## src/rtl/phy_ctl_pkg.sv

```systemverilog
package phy_ctl_pkg;
  localparam int DATA_W   = 32;
  localparam int HALF_W   = DATA_W / 2;

  // word indices (byte offset / 4)
  localparam int IDX_TIMING = 0;
  localparam int IDX_STROBE = 2;
  localparam int IDX_POWER  = 6;

  // power word fields
  localparam int B_PWR_UP   = 0;
  localparam int B_DLL_EN   = 1;
  localparam int B_DRV_LO   = 4;
  localparam int DRV_W      = 3;

  // timing word fields
  localparam int B_TAP_LO   = 7;
  localparam int TAP_W      = 4;
  localparam int B_TAP_EN   = 11;
  localparam int B_FREQ_LO  = 12;
  localparam int FREQ_W     = 2;

  // strobe word field
  localparam int B_STRB_PD  = 9;

  // status word fields
  localparam int B_ST_DLL   = 5;
  localparam int B_ST_CAL   = 6;

  typedef enum logic [DRV_W-1:0] {
    DRV_50 = 3'd0, DRV_33 = 3'd1, DRV_66 = 3'd2, DRV_100 = 3'd3, DRV_40 = 3'd4
  } drive_code_e;

  typedef enum logic [FREQ_W-1:0] {
    FRQ_200 = 2'd0, FRQ_50 = 2'd1, FRQ_100 = 2'd2, FRQ_150 = 2'd3
  } freq_code_e;
endpackage

```

## src/rtl/phy_ctl_word.sv

```systemverilog
module phy_ctl_word #(
  parameter int HALF_W = 16
) (
  input  logic                clk_i,
  input  logic                rst_ni,
  input  logic                wr_i,
  input  logic [2*HALF_W-1:0] wdata_i,
  output logic [HALF_W-1:0]   q_o
);
  logic [HALF_W-1:0] mask;
  logic [HALF_W-1:0] val;

  assign mask = wdata_i[2*HALF_W-1:HALF_W];
  assign val  = wdata_i[HALF_W-1:0];

  always_ff @(posedge clk_i or negedge rst_ni) begin
    if (!rst_ni)   q_o <= '0;
    else if (wr_i) q_o <= (q_o & ~mask) | (val & mask);
  end
endmodule

```

## src/rtl/phy_ctl_sync.sv

```systemverilog
module phy_ctl_sync #(
  parameter int WIDTH  = 2,
  parameter int STAGES = 2
) (
  input  logic             clk_i,
  input  logic             rst_ni,
  input  logic [WIDTH-1:0] d_i,
  output logic [WIDTH-1:0] q_o
);
  logic [WIDTH-1:0] stage_q [STAGES];

  always_ff @(posedge clk_i or negedge rst_ni) begin
    if (!rst_ni) begin
      for (int i = 0; i < STAGES; i++) stage_q[i] <= '0;
    end else begin
      stage_q[0] <= d_i;
      for (int i = 1; i < STAGES; i++) stage_q[i] <= stage_q[i-1];
    end
  end

  assign q_o = stage_q[STAGES-1];
endmodule

```

## src/rtl/phy_ctl_regs.sv

```systemverilog
module phy_ctl_regs
  import phy_ctl_pkg::*;
#(
  parameter int ADDR_W      = 8,
  parameter int NUM_CTRL    = 7,
  parameter int SYNC_STAGES = 2,
  parameter int STATUS_OFF  = 32'h20
) (
  input  logic              clk_i,
  input  logic              rst_ni,
  input  logic              we_i,
  input  logic [ADDR_W-1:0] addr_i,
  input  logic [DATA_W-1:0] wdata_i,
  output logic [DATA_W-1:0] rdata_o,
  input  logic              cal_done_i,
  input  logic              dll_ready_i,
  output logic              pwr_up_o,
  output logic              dll_en_o,
  output logic [FREQ_W-1:0] freq_sel_o,
  output logic [DRV_W-1:0]  drive_sel_o,
  output logic              tap_dly_en_o,
  output logic [TAP_W-1:0]  tap_dly_o,
  output logic              strobe_pd_o
);
  localparam int IDX_W = ADDR_W - 2;
  localparam logic [IDX_W-1:0]  NUM_CTRL_L   = IDX_W'(NUM_CTRL);
  localparam logic [ADDR_W-1:0] STATUS_OFF_L = ADDR_W'(STATUS_OFF);

  logic [IDX_W-1:0]  ctrl_idx;
  logic              ctrl_hit;
  logic              status_hit;
  logic [HALF_W-1:0] ctrl_q [NUM_CTRL];
  logic [1:0]        st_sync;
  logic [HALF_W-1:0] ctrl_rd;

  assign ctrl_idx   = addr_i[ADDR_W-1:2];
  assign ctrl_hit   = (addr_i[1:0] == 2'b00) && (ctrl_idx < NUM_CTRL_L);
  assign status_hit = (addr_i == STATUS_OFF_L);

  for (genvar g = 0; g < NUM_CTRL; g++) begin : g_word
    phy_ctl_word #(.HALF_W(HALF_W)) u_word (
      .clk_i  (clk_i),
      .rst_ni (rst_ni),
      .wr_i   (we_i && ctrl_hit && (ctrl_idx == IDX_W'(g))),
      .wdata_i(wdata_i),
      .q_o    (ctrl_q[g])
    );
  end

  phy_ctl_sync #(.WIDTH(2), .STAGES(SYNC_STAGES)) u_sync (
    .clk_i (clk_i),
    .rst_ni(rst_ni),
    .d_i   ({cal_done_i, dll_ready_i}),
    .q_o   (st_sync)
  );

  always_comb begin
    ctrl_rd = '0;
    for (int i = 0; i < NUM_CTRL; i++)
      if (ctrl_idx == IDX_W'(i)) ctrl_rd = ctrl_q[i];
  end

  always_comb begin
    rdata_o = '0;
    if (ctrl_hit) begin
      rdata_o[HALF_W-1:0] = ctrl_rd;
    end else if (status_hit) begin
      rdata_o[B_ST_CAL] = st_sync[1];
      rdata_o[B_ST_DLL] = st_sync[0];
    end
  end

  assign pwr_up_o     = ctrl_q[IDX_POWER][B_PWR_UP];
  assign dll_en_o     = ctrl_q[IDX_POWER][B_DLL_EN];
  assign drive_sel_o  = ctrl_q[IDX_POWER][B_DRV_LO +: DRV_W];
  assign freq_sel_o   = ctrl_q[IDX_TIMING][B_FREQ_LO +: FREQ_W];
  assign tap_dly_en_o = ctrl_q[IDX_TIMING][B_TAP_EN];
  assign tap_dly_o    = ctrl_q[IDX_TIMING][B_TAP_LO +: TAP_W];
  assign strobe_pd_o  = ctrl_q[IDX_STROBE][B_STRB_PD];
endmodule

```

## config.mk

```make
export PLATFORM = sky130hd
export DESIGN_NAME = phy_ctl_regs
export DESIGN_NICKNAME = d
export VERILOG_FILES = /design/src/rtl/phy_ctl_pkg.sv /design/src/rtl/phy_ctl_word.sv /design/src/rtl/phy_ctl_sync.sv /design/src/rtl/phy_ctl_regs.sv
export SDC_FILE = /design/constraint.sdc
export NUM_CORES = 1
export LEC_CHECK = 0
export CORE_MARGIN = 2
export CORE_UTILIZATION = 40
export CTS_CLUSTER_SIZE = 14
export DETAILED_ROUTE_END_ITERATION = 10
export HOLD_SLACK_MARGIN = 0.15
export PLACE_DENSITY = 0.67
export REMOVE_ABC_BUFFERS = 1
export SLEW_MARGIN = 25
export SYNTH_ARGS = -nofsm -noshare
export SYNTH_HDL_FRONTEND = slang
export SYNTH_SLANG_ARGS = --single-unit
```

## constraint.sdc

```tcl
create_clock -name clk_i -period 8.3 [get_ports clk_i]
set_clock_uncertainty 0.15 [all_clocks]
set_input_delay 1.66 -clock clk_i [delete_from_list [all_inputs] [get_ports clk_i]]
set_output_delay 1.66 -clock clk_i [all_outputs]
set_load 0.03 [all_outputs]
```

==> results by group <==
Timing
  • Hold Vio Cnt, Final: 0
  • Max Fclk: 145 MHz
  • RSZ-0062 raised after global routing: no
  • Slew margin rel.: 30.7%
  • Period utilization: 83.2%
  • Setup TNS: 0 ns
  • Final setup viols: 0
  • Hold slack final: 0.196 ns
  • Fin crit period: 6.90 ns
  • Fin. max-slew vios: 0
  • Slew @ Worst Pin: 1.03 ns

Synthesis
  • YS warnings: 0
  • Largest cells by area after synthesis: dfrtp_1 (46%), mux2_2 (18%), nand2_1 (5.1%), mux2i_1 (4.1%), buf_4 (3.1%)
  • Simple-gate share of the synthesized area: 15.3%
  • Synth Area in Compound Gates: 7.07%
  • Top-area cell type share of the netlist area: 46.2%
  • Synthesized area per cell: 10.5 µm²
  • Top cells by count, synth: dfrtp_1 (116), mux2_2 (98), nand2_1 (86)
  • Most frequent cell after synthesis: dfrtp_1
  • Distinct cell type count after synthesis: 43
  • #FFs+latches synth: 116
  • Synth area leader: dfrtp_1
  • Post-synthesis xor/xnor area fraction: 0%
  • EDFF count, synth: 0
  • Main synth FF type: dfrtp_1
  • Mux contribution to synthesized area: 25.4%
  • Register area share after synthesis: 46.2%
  • Syn Inst Count: 598
  • Post-synth ARST share: 100%
  • Post-Synth Adder-Cell Area: 0%
  • Largest family of logic cells by synthesized area: multiplexers
  • Mapped cell area: 6280 µm²

Die
  • IO Pins: 90
  • Initial Util: 41.2%
  • Die height: 129 µm
  • Die width: 129 µm
  • FP Rows: 45
  • CORE AREA: 15300 µm²
  • Die Area: 16700 µm²

Placement
  • Post-detail-place hpwl: 10400 µm
  • Port Buf Inserts: 73
  • Global placement routability congestion: 0.838

Detailed routing
  • DRT Pass-1 Iters: 5
  • Iteration-0 DRC Markers: 465
  • Routed wire length: 16200 µm
  • Via count: 4820
  • DR WL/cell: 18.6 µm
  • Vias per cell: 5.51
  • Detail Route Antenna Nets: 0
  • Residual DRC count: 0

CTS
  • TritonCTS Buffers: 17
  • Clk slew on worst S/H paths: 0.05 ns
  • Clk buf depth: 2
  • Cells resized by post-CTS repair: 0
  • Clock sinks: 116
  • H-tree Lvls: 4
  • Setup Fix Bufs, Post-CTS: 0
  • CTS Root Cell: clkbuf_16
  • Skew-Pair Late Insertion Delay: 0.42 ns
  • CTS tree: yes
  • # hold bufs at CTS: 0

Pwr
  • Switching Fraction: 23.7%
  • Clock Power Share: 50.1%
  • Sw Pwr: 0.000327 W
  • Total power per unit cell area: 182 nW/µm²
  • Max IR drop VDD: 0.161 mV
  • Combinational power share: 7.7%
  • Static leakage: 3.35 nW
  • Register share of total power: 42.2%
  • Internal power: 0.00105 W
  • Final Power: 0.00138 W

Run status
  • Status: finished, final reports clean

Worst setup path
  • CP Max Fanout: 21
  • CP Class: in -> out
  • CP required: 6.49 ns
  • Startpoint class of the critical path: primary input
  • Crit path capture type: output pin
  • Crit path DAT: 5.09 ns
  • Worst R2R Setup Slack: 7.32 ns

Final layout
  • Synth-to-Final Area Change: 21.0%
  • Share of layout cells above drive strength 1: 23.4%
  • Nets: 695
  • # diodes: 0

Min path
  • Hold WC Path Type: reg -> reg

Global route
  • First-pass GRT wire length: 25400 µm
  • Initial antenna violation count: 0
  • Largest net degree at the start of global routing: 84
  • GRT Overall Usage: 20.2%
  • Vias in the first global route: 4866
  • Total global routing overflow: 0

Run
  • Maxcap violations: 0
critical path: stages:
cell and delay [ns]:
clkdlybuf4s50_1 1.02, or4b_2 0.91, a211oi_1 0.28, a221oi_1 0.08, a221oi_1 0.40, clkdlybuf4s50_1 0.74
power groups by stage:
stage               Sequential [W]  Clock, W  Combinational [W]
global placement          0.000592         0           0.000103
CTS                       0.000583  0.000704           0.000106
detailed placement        0.000592         0           0.000105
global route              0.000584  0.000731           0.000115
floorplan                 0.000592         0          0.0000369
finish                    0.000583  0.000693           0.000106
cell usage in the layout, fill, tap and decap left out, types with 20 or more instances in the layout:
cell type,Yosys,final
nor3_1,20,20
dfrtp_1,116,116
clkdlybuf4s50_1,0,70
mux2_2,98,98
mux2i_1,26,26
nand3_1,34,34
a21oi_1,37,37
nand2_1,86,86
o21ai_0,25,25
final timing paths:
kind                                   startpoint                    endpoint  cells after the start
worst max-delay path                    addr_i[4]                  rdata_o[6]                      6
worst min-delay path            u_sync.stage_q[3]               u_sync.q_o[1]                      0
worst max register to register           register                    register                      1
max in group asynchronous                  rst_ni  asynchronous set/reset pin                      2
worst min register to register  u_sync.stage_q[3]               u_sync.q_o[1]                      0
min in group asynchronous                  rst_ni  asynchronous set/reset pin                      1
final cells by class:
class | count | area, µm²
Tap cell | 211 | 264
Inverter | 3 | 11.3
Timing Repair Buffer | 82 | 790
Clock inverter | 10 | 80.1
Fill cell | 1372 | 7660
Clock buffer | 22 | 484
Multi-Input combinational cell | 430 | 3070
Sequential cell | 116 | 2900
layer usage:
layer	wire length [µm]	GRT usage [%]	up-vias	share of wire [%]
met5	0	0	-	0
met4	406	9.85	0	2.5
met3	1030	4.91	37	6.3
met2	7800	33.1	167	48
met1	6980	25.0	2416	43
li1	-	-	2200	-
through the flow:
step | setup WS, ns | std cells | util [%] | instance area [µm²]
final | 1.40 | 874 | 49.8 | 7600
after global routing | 1.25 | 874 | 49.8 | 7600
after CTS | 1.42 | 874 | 49.8 | 7600
after detailed placement | 1.44 | 842 | 46.1 | 7030
after global placement | 1.46 | 842 | 46.1 | 7030
after floorplan | 2.57 | 549 | - | 5980
cell families after synthesis:
family / Yosys count
buf+inv: 67
mux: 142
flops: 116
compound gates: 79
simple gates: 193
other cells: 1
Power figures use the tool's default switching activity.
